**src/rtl/perf_ctr_pkg.sv**
```systemverilog
package perf_ctr_pkg;
  localparam int BUS_W  = 64;
  localparam int REG_W  = 32;
  localparam int EN_BIT = 31;
  localparam int ADR_CTRL = 0;
  localparam int ADR_STAT = 1;
endpackage

```
**src/rtl/perf_ctr_slice.sv**
```systemverilog
module perf_ctr_slice #(
  parameter int W = 32
) (
  input  logic         clk,
  input  logic         rst,
  input  logic         split,
  input  logic         run,
  input  logic         commit,
  input  logic         wr_hi,
  input  logic         wr_lo,
  input  logic [W-1:0] wdata,
  input  logic         evt_hi,
  input  logic         evt_lo,
  output logic [W-1:0] view,
  output logic [W-1:0] live,
  output logic         pend,
  output logic         wrap_hi,
  output logic         wrap_lo
);
  localparam int H = W / 2;

  logic [W-1:0] latch_q, live_q, cnt_next, latch_next;
  logic         pend_q, load, hi_max, lo_max;

  assign view   = pend_q ? latch_q : live_q;
  assign live   = live_q;
  assign pend   = pend_q;
  assign load   = commit & pend_q;
  assign hi_max = &live_q[W-1:H];
  assign lo_max = &live_q[H-1:0];

  always_comb begin
    wrap_hi = run & ~load & evt_hi & (split ? hi_max : (hi_max & lo_max));
    wrap_lo = run & ~load & split & evt_lo & lo_max;
  end

  always_comb begin
    if (split) begin
      cnt_next[W-1:H] = live_q[W-1:H] + {{(H-1){1'b0}}, evt_hi};
      cnt_next[H-1:0] = live_q[H-1:0] + {{(H-1){1'b0}}, evt_lo};
    end else begin
      cnt_next = live_q + {{(W-1){1'b0}}, evt_hi};
    end
  end

  always_comb begin
    if (!split)     latch_next = wdata;
    else if (wr_hi) latch_next = {wdata[H-1:0], view[H-1:0]};
    else            latch_next = {view[W-1:H], wdata[H-1:0]};
  end

  always_ff @(posedge clk) begin
    if (rst) begin
      latch_q <= '0;
      live_q  <= '0;
      pend_q  <= 1'b0;
    end else begin
      if (wr_hi | wr_lo) begin
        latch_q <= latch_next;
        pend_q  <= 1'b1;
      end else if (load) begin
        pend_q  <= 1'b0;
      end
      if (load)     live_q <= latch_q;
      else if (run) live_q <= cnt_next;
    end
  end
endmodule

```
**src/rtl/perf_ctr_status.sv**
```systemverilog
module perf_ctr_status #(
  parameter int N = 8
) (
  input  logic         clk,
  input  logic         rst,
  input  logic [N-1:0] set,
  input  logic         clr_we,
  input  logic [N-1:0] clr_mask,
  output logic [N-1:0] sticky
);
  logic [N-1:0] clr;

  assign clr = clr_we ? clr_mask : '0;

  always_ff @(posedge clk) begin
    if (rst) sticky <= '0;
    else     sticky <= (sticky & ~clr) | set;
  end
endmodule

```
**src/rtl/perf_ctr_bank.sv**
```systemverilog
module perf_ctr_bank #(
  parameter int NUM_PHYS = 4
) (
  input  logic                              clk,
  input  logic                              rst,
  input  logic                              bus_wr,
  input  logic                              bus_rd,
  input  logic [$clog2(2*NUM_PHYS):0]       bus_addr,
  input  logic [perf_ctr_pkg::BUS_W-1:0]    bus_wdata,
  output logic [perf_ctr_pkg::BUS_W-1:0]    bus_rdata,
  input  logic [2*NUM_PHYS-1:0]             evt
);
  import perf_ctr_pkg::*;

  localparam int NUM_LOG = 2 * NUM_PHYS;
  localparam int IDX_W   = $clog2(NUM_LOG);
  localparam int AW      = IDX_W + 1;
  localparam int PW      = IDX_W - 1;
  localparam int HW      = REG_W / 2;

  logic [REG_W-1:0]          wreg;
  logic                      en_q;
  logic [NUM_PHYS-1:0]       split_q;
  logic                      ctrl_we, stat_we, ctr_sel, commit;
  logic [IDX_W-1:0]          idx;
  logic [PW-1:0]             phys;
  logic [REG_W-1:0]          view_a [NUM_PHYS];
  logic [NUM_PHYS*REG_W-1:0] live_flat;
  logic [NUM_PHYS-1:0]       pend_v, wrap_h, wrap_l;
  logic [NUM_LOG-1:0]        sticky;
  logic [REG_W-1:0]          rd_word, cview;

  assign wreg    = bus_wdata[BUS_W-1:BUS_W-REG_W];
  assign ctrl_we = bus_wr && (bus_addr == AW'(ADR_CTRL));
  assign stat_we = bus_wr && (bus_addr == AW'(ADR_STAT));
  assign ctr_sel = bus_addr[IDX_W];
  assign idx     = bus_addr[IDX_W-1:0];
  assign phys    = idx[PW-1:0];
  assign commit  = ctrl_we & wreg[EN_BIT];

  always_ff @(posedge clk) begin
    if (rst) begin
      en_q    <= 1'b0;
      split_q <= '0;
    end else if (ctrl_we) begin
      en_q    <= wreg[EN_BIT];
      split_q <= wreg[NUM_PHYS-1:0];
    end
  end

  for (genvar g = 0; g < NUM_PHYS; g++) begin : g_slice
    perf_ctr_slice #(.W(REG_W)) i_slice (
      .clk     (clk),
      .rst     (rst),
      .split   (split_q[g]),
      .run     (en_q),
      .commit  (commit),
      .wr_hi   (bus_wr && ctr_sel && (idx == IDX_W'(g))),
      .wr_lo   (bus_wr && ctr_sel && (idx == IDX_W'(g + NUM_PHYS))),
      .wdata   (wreg),
      .evt_hi  (evt[g]),
      .evt_lo  (evt[g+NUM_PHYS]),
      .view    (view_a[g]),
      .live    (live_flat[g*REG_W +: REG_W]),
      .pend    (pend_v[g]),
      .wrap_hi (wrap_h[g]),
      .wrap_lo (wrap_l[g])
    );
  end

  perf_ctr_status #(.N(NUM_LOG)) i_status (
    .clk      (clk),
    .rst      (rst),
    .set      ({wrap_l, wrap_h}),
    .clr_we   (stat_we),
    .clr_mask (wreg[NUM_LOG-1:0]),
    .sticky   (sticky)
  );

  always_comb begin
    cview = view_a[phys];
    if (split_q[phys]) begin
      if (idx[IDX_W-1]) cview = {{HW{1'b0}}, view_a[phys][HW-1:0]};
      else              cview = {{HW{1'b0}}, view_a[phys][REG_W-1:HW]};
    end
    rd_word = '0;
    if (ctr_sel) begin
      rd_word = cview;
    end else if (bus_addr == AW'(ADR_CTRL)) begin
      rd_word[EN_BIT]         = en_q;
      rd_word[NUM_PHYS-1:0]   = split_q;
    end else if (bus_addr == AW'(ADR_STAT)) begin
      rd_word[NUM_LOG-1:0]    = sticky;
    end
  end

  always_ff @(posedge clk) begin
    if (rst)         bus_rdata <= '0;
    else if (bus_rd) bus_rdata <= {rd_word, {(BUS_W-REG_W){1'b0}}};
  end
endmodule

```
**config.mk**
```make
export PLATFORM = sky130hd
export DESIGN_NAME = perf_ctr_bank
export DESIGN_NICKNAME = d
export VERILOG_FILES = /design/src/rtl/perf_ctr_pkg.sv /design/src/rtl/perf_ctr_slice.sv /design/src/rtl/perf_ctr_status.sv /design/src/rtl/perf_ctr_bank.sv
export SDC_FILE = /design/constraint.sdc
export NUM_CORES = 1
export LEC_CHECK = 0
export ABC_AREA = 1
export BUFFER_PORTS_ARGS = -buffer_cell sky130_fd_sc_hd__buf_2
export CAP_MARGIN = 0
export CORE_AREA = 3 3 267 269
export DETAILED_ROUTE_END_ITERATION = 7
export DIE_AREA = 0 0 270 272
export GPL_TIMING_DRIVEN = 0
export MAX_ROUTING_LAYER = met4
export PLACE_DENSITY = 0.51
export REMOVE_ABC_BUFFERS = 1
export SLEW_MARGIN = 20
export SYNTH_ARGS = -nofsm -noshare
export SYNTH_HDL_FRONTEND = slang
export SYNTH_SLANG_ARGS = --single-unit
```
**constraint.sdc**
```tcl
create_clock -name clk -period 2.1 [get_ports clk]
set_input_delay 0.105 -clock clk [delete_from_list [all_inputs] [get_ports clk]]
set_output_delay 0.105 -clock clk [all_outputs]
set_load 0.02 [all_outputs]
```
# Word level (Yosys, flattened, before mapping)

Cells that the tools add are included.

Flip-flop bits (word level): 305
Latch bits: 0
Bits in writable memories: 0
Bits in read-only memories: 0
Input port bits: 80
Output and inout bits: 64
Logic and storage cells: 163
Memories kept: 0

Add/sub/neg operators: 12
Multiply operators: 0
Div/mod/pow operators: 0
Order comparisons: 2
Eq/ne operators: 8
Shifts and indexed selects: 0
Mux-type cells: 51
Bitwise operators: 45
Reduce and logical (&&, ||, !) cells: 29

Operator list:

| kind                 | number |
|---|---|
| $mux W32             | 27 |
| $add A16 B1 Y16      | 8 |
| $add A32 B1 Y32      | 4 |
| $reduce_and A16 Y1   | 8 |
| $bmux W32 S2         | 1 |
| $and A1 B1 Y1        | 33 |
| $mux W8              | 3 |
| $mux W23             | 1 |
| $mux W16             | 1 |
| $reduce_bool A2 Y1   | 8 |
| $mux W1              | 15 |
| $eq A3 B3 Y1 const B | 4 |
| $logic_and A1 B1 Y1  | 11 |
| $and A8 B8 Y8        | 1 |
| $mux W4              | 2 |
| $not A8 Y8           | 1 |
| $or A8 B8 Y8         | 1 |
| $eq A3 B2 Y1 const B | 2 |
| $eq A4 B1 Y1 const B | 1 |
| $logic_not A4 Y1     | 1 |
| $not A1 Y1           | 4 |
| $or A1 B1 Y1         | 4 |
| $eq A3 B1 Y1 const B | 1 |
| $ge A3 B3 Y1 const B | 1 |
| 4 further kinds      | 4 |

# Logic depth before layout (Yosys ltp)

Gate-level depths: netlist of the first run.

Depth in word-level cells: 10
Depth in mapped cells: 13
Mapped depth without buffers: 12

# By module

Synthesis of the first run repeated with hierarchy kept, for this count alone.

Cells, all modules: 3494
Area total of the unflattened synthesis: 21481.9 um2

By module, submodules not included:

| module                                  | times used | cells each | area each (um2) | seq. area each (um2) |
|---|---|---|---|---|
| perf_ctr_slice (g_slice[0].i_slice ...) | 3          | 723        | 4518.1          | 1301.2 |
| perf_ctr_slice (g_slice[1].i_slice)     | 1          | 745        | 4601.9          | 1301.2 |
| perf_ctr_bank                           | 1          | 538        | 3026.7          | 740.7 |
| perf_ctr_status                         | 1          | 42         | 299.0           | 160.2 |

# Worst setup path after synthesis of the first run

No wires, ideal clock.

Path type: flip-flop to flip-flop
Start: reg g_slice[0].i_slice.live_q[0]
End: reg g_slice[0].i_slice.live_q[10]
Data arrival time: 1.784 ns
Path slack: 0.188 ns
Cell stages (with the launch flop): 11
Buffers on the path: 0
Period minus slack after synthesis: 1.912 ns
Path through: dfxtp_1 > ha_1 > ha_1 > inv_1 > o21ai_0 > nand2_1 > nor2_1 > nand2_1 > xor2_1 > a21oi_1 > nor2_1

Longest elaborated chain between the ends: 4
Elaborated cells on any way between the ends: 5

RTL lines:

| item                                                      | line                                       | source |
|---|---|---|
| start: declaration                                        | perf_ctr_slice.sv:22                       | `logic [W-1:0] latch_q, live_q, cnt_next, latch_next;` |
| start signal: assignment                                  | perf_ctr_slice.sv:64                       | `if (load) live_q <= latch_q;` |
| start signal: assignment                                  | perf_ctr_slice.sv:65                       | `else if (run) live_q <= cnt_next;` |
| $add A32 B1 Y32 / $add A16 B1 Y16 (equally long branches) | perf_ctr_slice.sv:42, perf_ctr_slice.sv:40 |  |
| $mux W32 (*)                                              | perf_ctr_slice.sv:38                       | `if (split) begin` |
| $mux W32 (*)                                              | perf_ctr_slice.sv:65                       |  |
| $mux W32 (*)                                              | perf_ctr_slice.sv:64                       |  |

Mark *: on every way between the ends. The rest lies on a longest branch, timed or not. The select of a mux whose other input is x is not followed.
A chain may end at the register's enable or synchronous reset.

# Worst setup path after layout of the first run

Start: reg g_slice[2].i_slice.pend_q
End: reg bus_rdata[55] in the netlist's numbering

Longest elaborated chain between the ends: 6

RTL lines:

| item                                         | line                 | source |
|---|---|---|
| start: declaration                           | perf_ctr_slice.sv:23 | `logic pend_q, load, hi_max, lo_max;` |
| start signal: assignment                     | perf_ctr_slice.sv:56 | `pend_q <= 1'b0;` |
| start signal: assignment                     | perf_ctr_slice.sv:60 | `pend_q <= 1'b1;` |
| start signal: assignment                     | perf_ctr_slice.sv:62 | `pend_q <= 1'b0;` |
| $mux W32                                     | perf_ctr_slice.sv:25 | `assign view = pend_q ? latch_q : live_q;` |
| $bmux W32 S2                                 | perf_ctr_bank.sv:81  | `cview = view_a[phys];` |
| $mux W32 (not written as such) (2 in series) | perf_ctr_bank.sv:81  |  |
| $mux W32                                     | perf_ctr_bank.sv:82  | `if (split_q[phys]) begin` |
| $mux W23                                     | perf_ctr_bank.sv:87  | `if (ctr_sel) begin` |
| end signal: assignment                       | perf_ctr_bank.sv:99  | `else if (bus_rd) bus_rdata <= {rd_word, {(BUS_W-REG_W){1'b0}}};` |
| end: declaration                             | perf_ctr_bank.sv:10  | `output logic [perf_ctr_pkg::BUS_W-1:0] bus_rdata,` |

Every way passes these cells. The select of a mux whose other input is x is not followed.

==> results of run 1 <==
routing by layer:
metal / vias to the layer above / track usage, %
li1: 11245 / -
met1: 10829 / 34.3
met2: 1075 / 37.2
met3: 200 / 4.94
met4: 0 / 11.2
met5: - / -
layout by cell type, fill, tap and decap left out, types with 11 or more instances in the layout:
cell           instances
nand3_1              181
clkbuf_16             41
buf_2                 78
conb_1                32
xor2_1                27
ha_1                  23
a21oi_1              341
clkinvlp_4            11
nand4_1               41
inv_2                 13
nand2_1              782
o22ai_1               38
inv_1                389
nor2_1               246
o21ai_0              330
buf_4                 62
a31oi_1               28
o211ai_1              60
o21ai_2               11
or2_2                 20
nor3_1                28
dfxtp_1              294
o21ai_1               75
nor2_4                21
a221oi_1              75
dlygate4sd3_1         21
o21a_1                14
worst paths after layout:
path | start | end | slack, ns | depth (start not counted)
max | g_slice[2].i_slice.pend | bus_rdata[55] | -0.02 | 5
min | bus_wdata[59] | g_slice[3].i_slice.latch_q[27] | 0.03 | 3
max reg2reg | g_slice[2].i_slice.pend | bus_rdata[55] | -0.02 | 5
min reg2reg | bus_rdata[40] | bus_rdata[40] | 0.46 | 2
worst max-delay path, cell delays in order, from the launching register on:
cell	delay, ns
dfxtp_4	0.44
buf_16	0.20
o21ai_0	0.57
o22ai_1	0.18
o21ai_1	0.46
a21oi_1	0.11
power by group through the flow:
stage / Sequential (uW) / Clock [uW] / Combinational (uW)
3_5_place_dp: 6110 / 0 / 1170
5_1_grt: 5970 / 7590 / 1420
4_1_cts: 5970 / 7370 / 1280
6_report: 5970 / 7280 / 1350
3_3_place_gp: 6130 / 0 / 1120
2_1_floorplan: 6110 / 0 / 512
cell type report:
cell class	instances	area share, %
Antenna cell	1	0.0103
Clock buffer	54	4.72
Clock inverter	17	0.805
Inverter	416	6.64
Multi-Input combinational cell	2446	51.3
Sequential cell	305	25.3
Tap cell	931	4.81
Timing Repair Buffer	182	6.27
Timing Repair inverter	4	0.114
state kept, by name, indices dropped and copies added, names as in the netlist:
register	cells
g_slice.i_slice.latch_q	128
g_slice.i_slice.live	128
bus_rdata	32
i_status.sticky	8
g_slice.i_slice.pend	4
split_q	4
en_q	1
through the flow:
stage | setup WS [ns] | utilization, %
2_1_floorplan | -0.933 | -
3_3_place_gp | -6.84 | 30.9
3_5_place_dp | -1.45 | 31.4
4_1_cts | 0.00156 | 34.8
5_1_grt | -0.000151 | 35.2
6_report | -0.0194 | 35.2
cells by family (layout without fill, tap and decap cells):
group,after synthesis,in the layout
xor+xnor,30,30
compound gates,990,990
simple gates,1361,1370
buf+inv,634,673
flops,305,305
fa+ha+maj,24,24
other cells,1,33
what timing repair did:
item | in CTS | in global routing
pin swaps | 14 | 3
cloned | 12 | 2
gates resized for setup | 66 | 57
setup endpoints to repair | 254 | 150
buffers inserted | 52 | 17
hold buffers | 21 | 0
hold endpoints to repair | 52 | 0
==> results.md, run 1 <==
- Status: finished, violations left
- Failing checks: negative setup slack
- Pwr/cell area: 602 mW/mm^2
- Crit Path Class: reg -> reg
- Critical path fanouts, max: 36
- PnR worst setup slack: -0.0194 ns
- Dpl cell area: 0.0216 sq mm
- Vias post-DR: 23349
- Layout Nets: 3500
- Grt ovf: 0
- Final Power: 14600 uW
- Pin count of the biggest net entering global routing: 104
- Final setup viols: 2
- Row Count: 96
- Vias in the first global route: 20887
- Core ar.: 0.0688 sq mm
- Area fraction in and, or, nand and nor cells after synthesis: 28.1%
- Worst min path class: in -> reg
- Largest family of logic cells by synthesized area: simple AND/OR/NAND/NOR gates
- Mapped Area: 0.0206 sq mm
- TritonCTS Buffers: 41
- Synth async-reset ratio: 0%
- Starting Density: 30.0%
- Area of the multi-input gates: 0.0124 sq mm
- Clk_lat worst skew: 0.58 ns
- Fmax: 472 MHz
- Fillers: 7652
- Clk root buf: clkbuf_16
- Maximum VDD drop: 0.483 mV
- Met1 wire length: 41400 um
- Clock Power Share: 49.9%
- Dominant synthesized flop cell: dfxtp_1
- DRT Pass-1 Iters: 7
- Initial DRC count: 2538
- Total number of yosys warnings: 0
- Post-synthesis register bit count: 305
- Worst Path Required: 2.53 ns
- TritonCTS clock tree: built
- Wire length per cell: 21.8 um
- Post-synthesis cell count: 3345
- Longest Clk Path Bufs: 3
- Die Area: 0.0734 sq mm
- Synth unique cells: 52
- Port buffer count: 79
- Non-Filler Instances: 4356
- CTS sink cnt: 305
- Synth Area in Compound Gates: 27.0%
- Type of origin of the critical path: flop
- Sequential-to-total area share from yosys stat: 29.6%
- Syn_area_per_cell: 6.17 sq um
- Count leader, synth: nand2_1
- Share of layout cells above drive strength 1: 10.6%
- Leakage power total: 0.00900 uW
- H-tree depth: 2
- Tot GR Track Use: 25.5%
- DRC viols: 0
- Routability cong.: 0.970
- Comb pwr share: 9.3%
- Synth Area in Adders: 1.45%
- Number of synthesized flops with an enable pin: 0
- Met2 wire length: 40100 um
- Die Wd: 270 um
- Vias per cell: 5.36
- Post-layout min period: 2.12 ns
- Top cell type's share of synthesized area: 29.6%
- Half-perimeter wire length after placement: 65300 um
- Final WL: 95100 um
- Area Growth Syn to Fin: 17.4%
- Highest routed layer: met4
- Global-route wire length before repair: 139000 um
- Setup TNS: -0.0264 ns
- Net load switching power: 4060 uW
- Crit share post-route: 101%
- Hold_ws: 0.0288 ns
- Placed insts: 4180
- Internal: 10500 uW
- Worst-path clk slew: 0.06 ns
- Synth cell count leaders: nand2_1, inv_1, o21ai_0, a21oi_1, dfxtp_1
- MaxCap Viol Count: 0
- Mux contribution to synthesized area: 0%
- Crit path DAT: 2.55 ns
- Metal3 WL: 8970 um
- XOR/XNOR Fraction of Synth Area: 1.27%
- ANT nets after route: 0
- Post-Route Skew: 0.0207 ns
- Die Y: 272 um
- Ranking of synthesized cells by area: dfxtp_1, nand2_1, o21ai_0
- Fin. Hold Viols: 0
- Antenna violations before repair: 4
- CP Capture Type: flop
- Slew Limit Headroom: 21.5%
- Sequential share of power: 40.9%
- Synth area leader: dfxtp_1
- Storage cell area: 0.00614 sq mm
- Number of I/O pins: 144
- Tightest Pin Transition: 1.18 ns
- Sw Share: 27.9%
- Design area: 0.0242 sq mm
- Final Max Slew Viols: 0
(Power assumes the default switching activity.)
==> run 2, diff against run 1 <==
- CORE_AREA: 3 3 267 269 -> 3 3 219 221
- DIE_AREA: 0 0 270 272 -> 0 0 222 224
- PLACE_DENSITY: 0.51 -> 0.68
==> run 2 against run 1 <==
The flow still finishes with violations (negative setup slack). Final cell count is 8.2% lower. Largest power group unchanged. Sequential share of layout area grew 0.89 points. Design area is 3.4% lower. Critical path type unchanged. Via count up 0.62%. Setup slack improved by 0.015 ns. Power down 3.5%. Clock skew down 0.0019 ns. Critical endpoint is now bus_rdata[48]. Highest routed layer unchanged.
==> results.md, run 2 (same netlist as run 1, synthesis figures left out) <==
- Die Area: 0.0497 sq mm (was 0.0734 sq mm)
- Crit-path max cell delay: 0.67 ns (was 0.57 ns)
- Clk_lat worst skew: 0.56 ns (was 0.58 ns)
- RSZ-0062 raised after global routing: true
- Pin count of the biggest net entering global routing: 90 (was 104)
- Fmax: 475 MHz (was 472 MHz)
- Failing checks: negative setup slack (unchanged)
- Slew Limit Headroom: 22.5% (was 21.5%)
- Tot GR Track Use: 33.5% (was 25.5%)
- Vias post-DR: 23494 (was 23349)
- CP Capture Type: flop (unchanged)
- TritonCTS Buffers: 38 (was 41)
- Worst reg2reg setup slack: -0.005 ns (was -0.02 ns)
- Final Util: 50.5% (was 35.2%)
- Placed insts: 3858 (was 4180)
- Tightest Pin Transition: 1.16 ns (was 1.18 ns)
- Grt ovf: 0 (unchanged)
- Critical path capture point: bus_rdata[48] (was bus_rdata[55])
- Commonest non-fill, non-tap cell in the layout: nand2_1 (unchanged)
- PnR worst setup slack: -0.00461 ns (was -0.0194 ns)
- Non-Filler Instances: 3997 (was 4356)
- R2r startpoint: g_slice[2].i_slice.pend (unchanged)
- Leakage power total: 0.00875 uW (was 0.00900 uW)
- Vias in the first global route: 20464 (was 20887)
- Crit path cell chain: buf_16 > o21ai_0 > o22ai_1 > o21ai_1 > a21oi_1 (unchanged)
- Final WL: 85200 um (was 95100 um)
- R2R depth: 5 (unchanged)
- Fillers: 4799 (was 7652)
- Wire length per cell: 21.3 um (was 21.8 um)
- Core ar.: 0.0464 sq mm (was 0.0688 sq mm)
- Family with the most delay on the worst path: compound AO/OA/AOI/OAI gates (unchanged)
- Routability cong.: 1.03 (was 0.970)
- Number of I/O pins: 144 (unchanged)
- Crit Path Class: reg -> reg (unchanged)
- Longest Clk Path Bufs: 3 (unchanged)
- Clk root buf: clkbuf_16 (unchanged)
- ANT nets after route: 0 (unchanged)
- Crit share post-route: 100% (was 101%)
- Maximum VDD drop: 0.576 mV (was 0.483 mV)
- Clock Power Share: 48.4% (was 49.9%)
- Vias per cell: 5.88 (was 5.36)
- TritonCTS clock tree: built (unchanged)
- Worst min path class: in -> reg (unchanged)
- Critical path fanouts, max: 32 (was 36)
- Sequential share of power: 42.4% (was 40.9%)
- Port buffer count: 79 (unchanged)
- Initial DRC count: 3494 (was 2538)
- Final Max Slew Viols: 0 (unchanged)
- Reg-to-Reg End: bus_rdata[48] (was bus_rdata[55])
- Setup TNS: -0.00530 ns (was -0.0264 ns)
- Commonest non-fill, non-tap cells in the layout: nand2_1, inv_1, a21oi_1 (unchanged)
- Die Y: 224 um (was 272 um)
- DRC viols: 0 (unchanged)
- CTS sink cnt: 305 (unchanged)
- Antenna violations before repair: 4 (unchanged)
- Global-route wire length before repair: 126000 um (was 139000 um)
- Status: finished, violations left (unchanged)
- Internal: 10200 uW (was 10500 uW)
- Post-layout min period: 2.10 ns (was 2.12 ns)
- Post-Route Skew: 0.0189 ns (was 0.0207 ns)
- Start point of the critical path: g_slice[2].i_slice.pend (unchanged)
- Die Wd: 222 um (was 270 um)
- Layout Nets: 3462 (was 3500)
- Crit path DAT: 2.53 ns (was 2.55 ns)
- Type of origin of the critical path: flop (unchanged)
- Worst path slowest cell: o21ai_0 (unchanged)
- Half-perimeter wire length after placement: 58400 um (was 65300 um)
- Share of layout cells above drive strength 1: 9.51% (was 10.6%)
- Stages on the worst setup path: 5 (unchanged)
- Comb pwr share: 9.2% (was 9.3%)
- Net load switching power: 3840 uW (was 4060 uW)
- Fin. Hold Viols: 0 (unchanged)
- Sw Share: 27.3% (was 27.9%)
- H-tree depth: 2 (unchanged)
- Pwr/cell area: 602 mW/mm^2 (about the same)
- Final setup viols: 2 (unchanged)
- HP Start: bus_wdata[59] (unchanged)
- Row Count: 79 (was 96)
- Worst Path Required: 2.53 ns (about the same)
- DRT Pass-1 Iters: 6 (was 7)
- CP bufs+invs: 1 (unchanged)
- Area Growth Syn to Fin: 13.4% (was 17.4%)
- Starting Density: 44.5% (was 30.0%)
- MaxCap Viol Count: 0 (unchanged)
- Worst-path clk slew: 0.06 ns (about the same)
==> run 2: cell types whose count changed in the layout (fill, tap and decap cells not counted), sizes merged <==
cell and change:
buf -34, clkinv -4, diode +4, clkbuf +3, inv -3, bufinv -2, clkinvlp +2, bufbuf -1
nand4 +1, nor2 -1
==> run 2: worst register-to-register path: stages (launching register included) <==
cell and delay (ns):
dfxtp_4 0.42, buf_16 0.20, o21ai_0 0.68, o22ai_1 0.21, o21ai_1 0.36, a21oi_1 0.10
==> run 2: area by class of cell <==
type / instances / area, sq um / area share [%]
Multi-Input combinational cell: 2446 / 12400 / 52.8
Sequential cell: 305 / 6140 / 26.2
Inverter: 416 / 1620 / 6.91
Timing Repair Buffer: 147 / 1240 / 5.28
Clock buffer: 57 / 1160 / 4.94
Tap cell: 607 / 759 / 3.24
Clock inverter: 10 / 105 / 0.449
Timing Repair inverter: 4 / 27.5 / 0.118
Antenna cell: 5 / 12.5 / 0.0534
==> run 2: repair_timing <==
action | in CTS | in global routing
pin swaps | 10 | 3
setup endpoints to repair | 257 | 134
buffers inserted | 23 | 10
cloned | 11 | 2
gates resized for setup | 47 | 62
hold buffers | 21 | 0
endpoints found under the hold margin | 80 | 0
==> run 2: metal layers <==
metal / wire length, um / global-route usage [%]
met1: 34800 / 44.2
met2: 35500 / 48.2
met3: 10100 / 8.43
met4: 4730 / 15.7
met5: 0 / -
==> run 2: worst min-delay path by stage <==
stage | end | cells after the start
after floorplan | bus_rdata[40] | 1
final | g_slice[3].i_slice.latch_q[27] | 3
after global placement | bus_rdata[56] | 2
after detailed placement | bus_rdata[58] | 2
after global routing | g_slice[3].i_slice.latch_q[22] | 3
after CTS | g_slice[3].i_slice.latch_q[22] | 3
==> run 2: through the flow <==
step                      hold WS, ns  area [sq um]  total power [uW]  worst slack, ns
final                          0.0288         23400             14100         -0.00461
after global routing           0.0278         23400             14400           -0.133
after CTS                    0.000528         23100             14000          0.00259
after detailed placement        0.452         21200              7230            -1.34
after global placement          0.450         20900              7190            -5.59
after floorplan                 0.174         19700              6620           -0.933
==> run 2: power by group through the flow <==
| stage | logic, uW | registers, uW | clock network, uW |
|---|---|---|---|
| after global routing | 1340 | 5970 | 7090 |
| after floorplan | 512 | 6110 | 0 |
| final | 1290 | 5970 | 6820 |
| after CTS | 1200 | 5970 | 6850 |
| after detailed placement | 1120 | 6100 | 0 |
| after global placement | 1060 | 6130 | 0 |
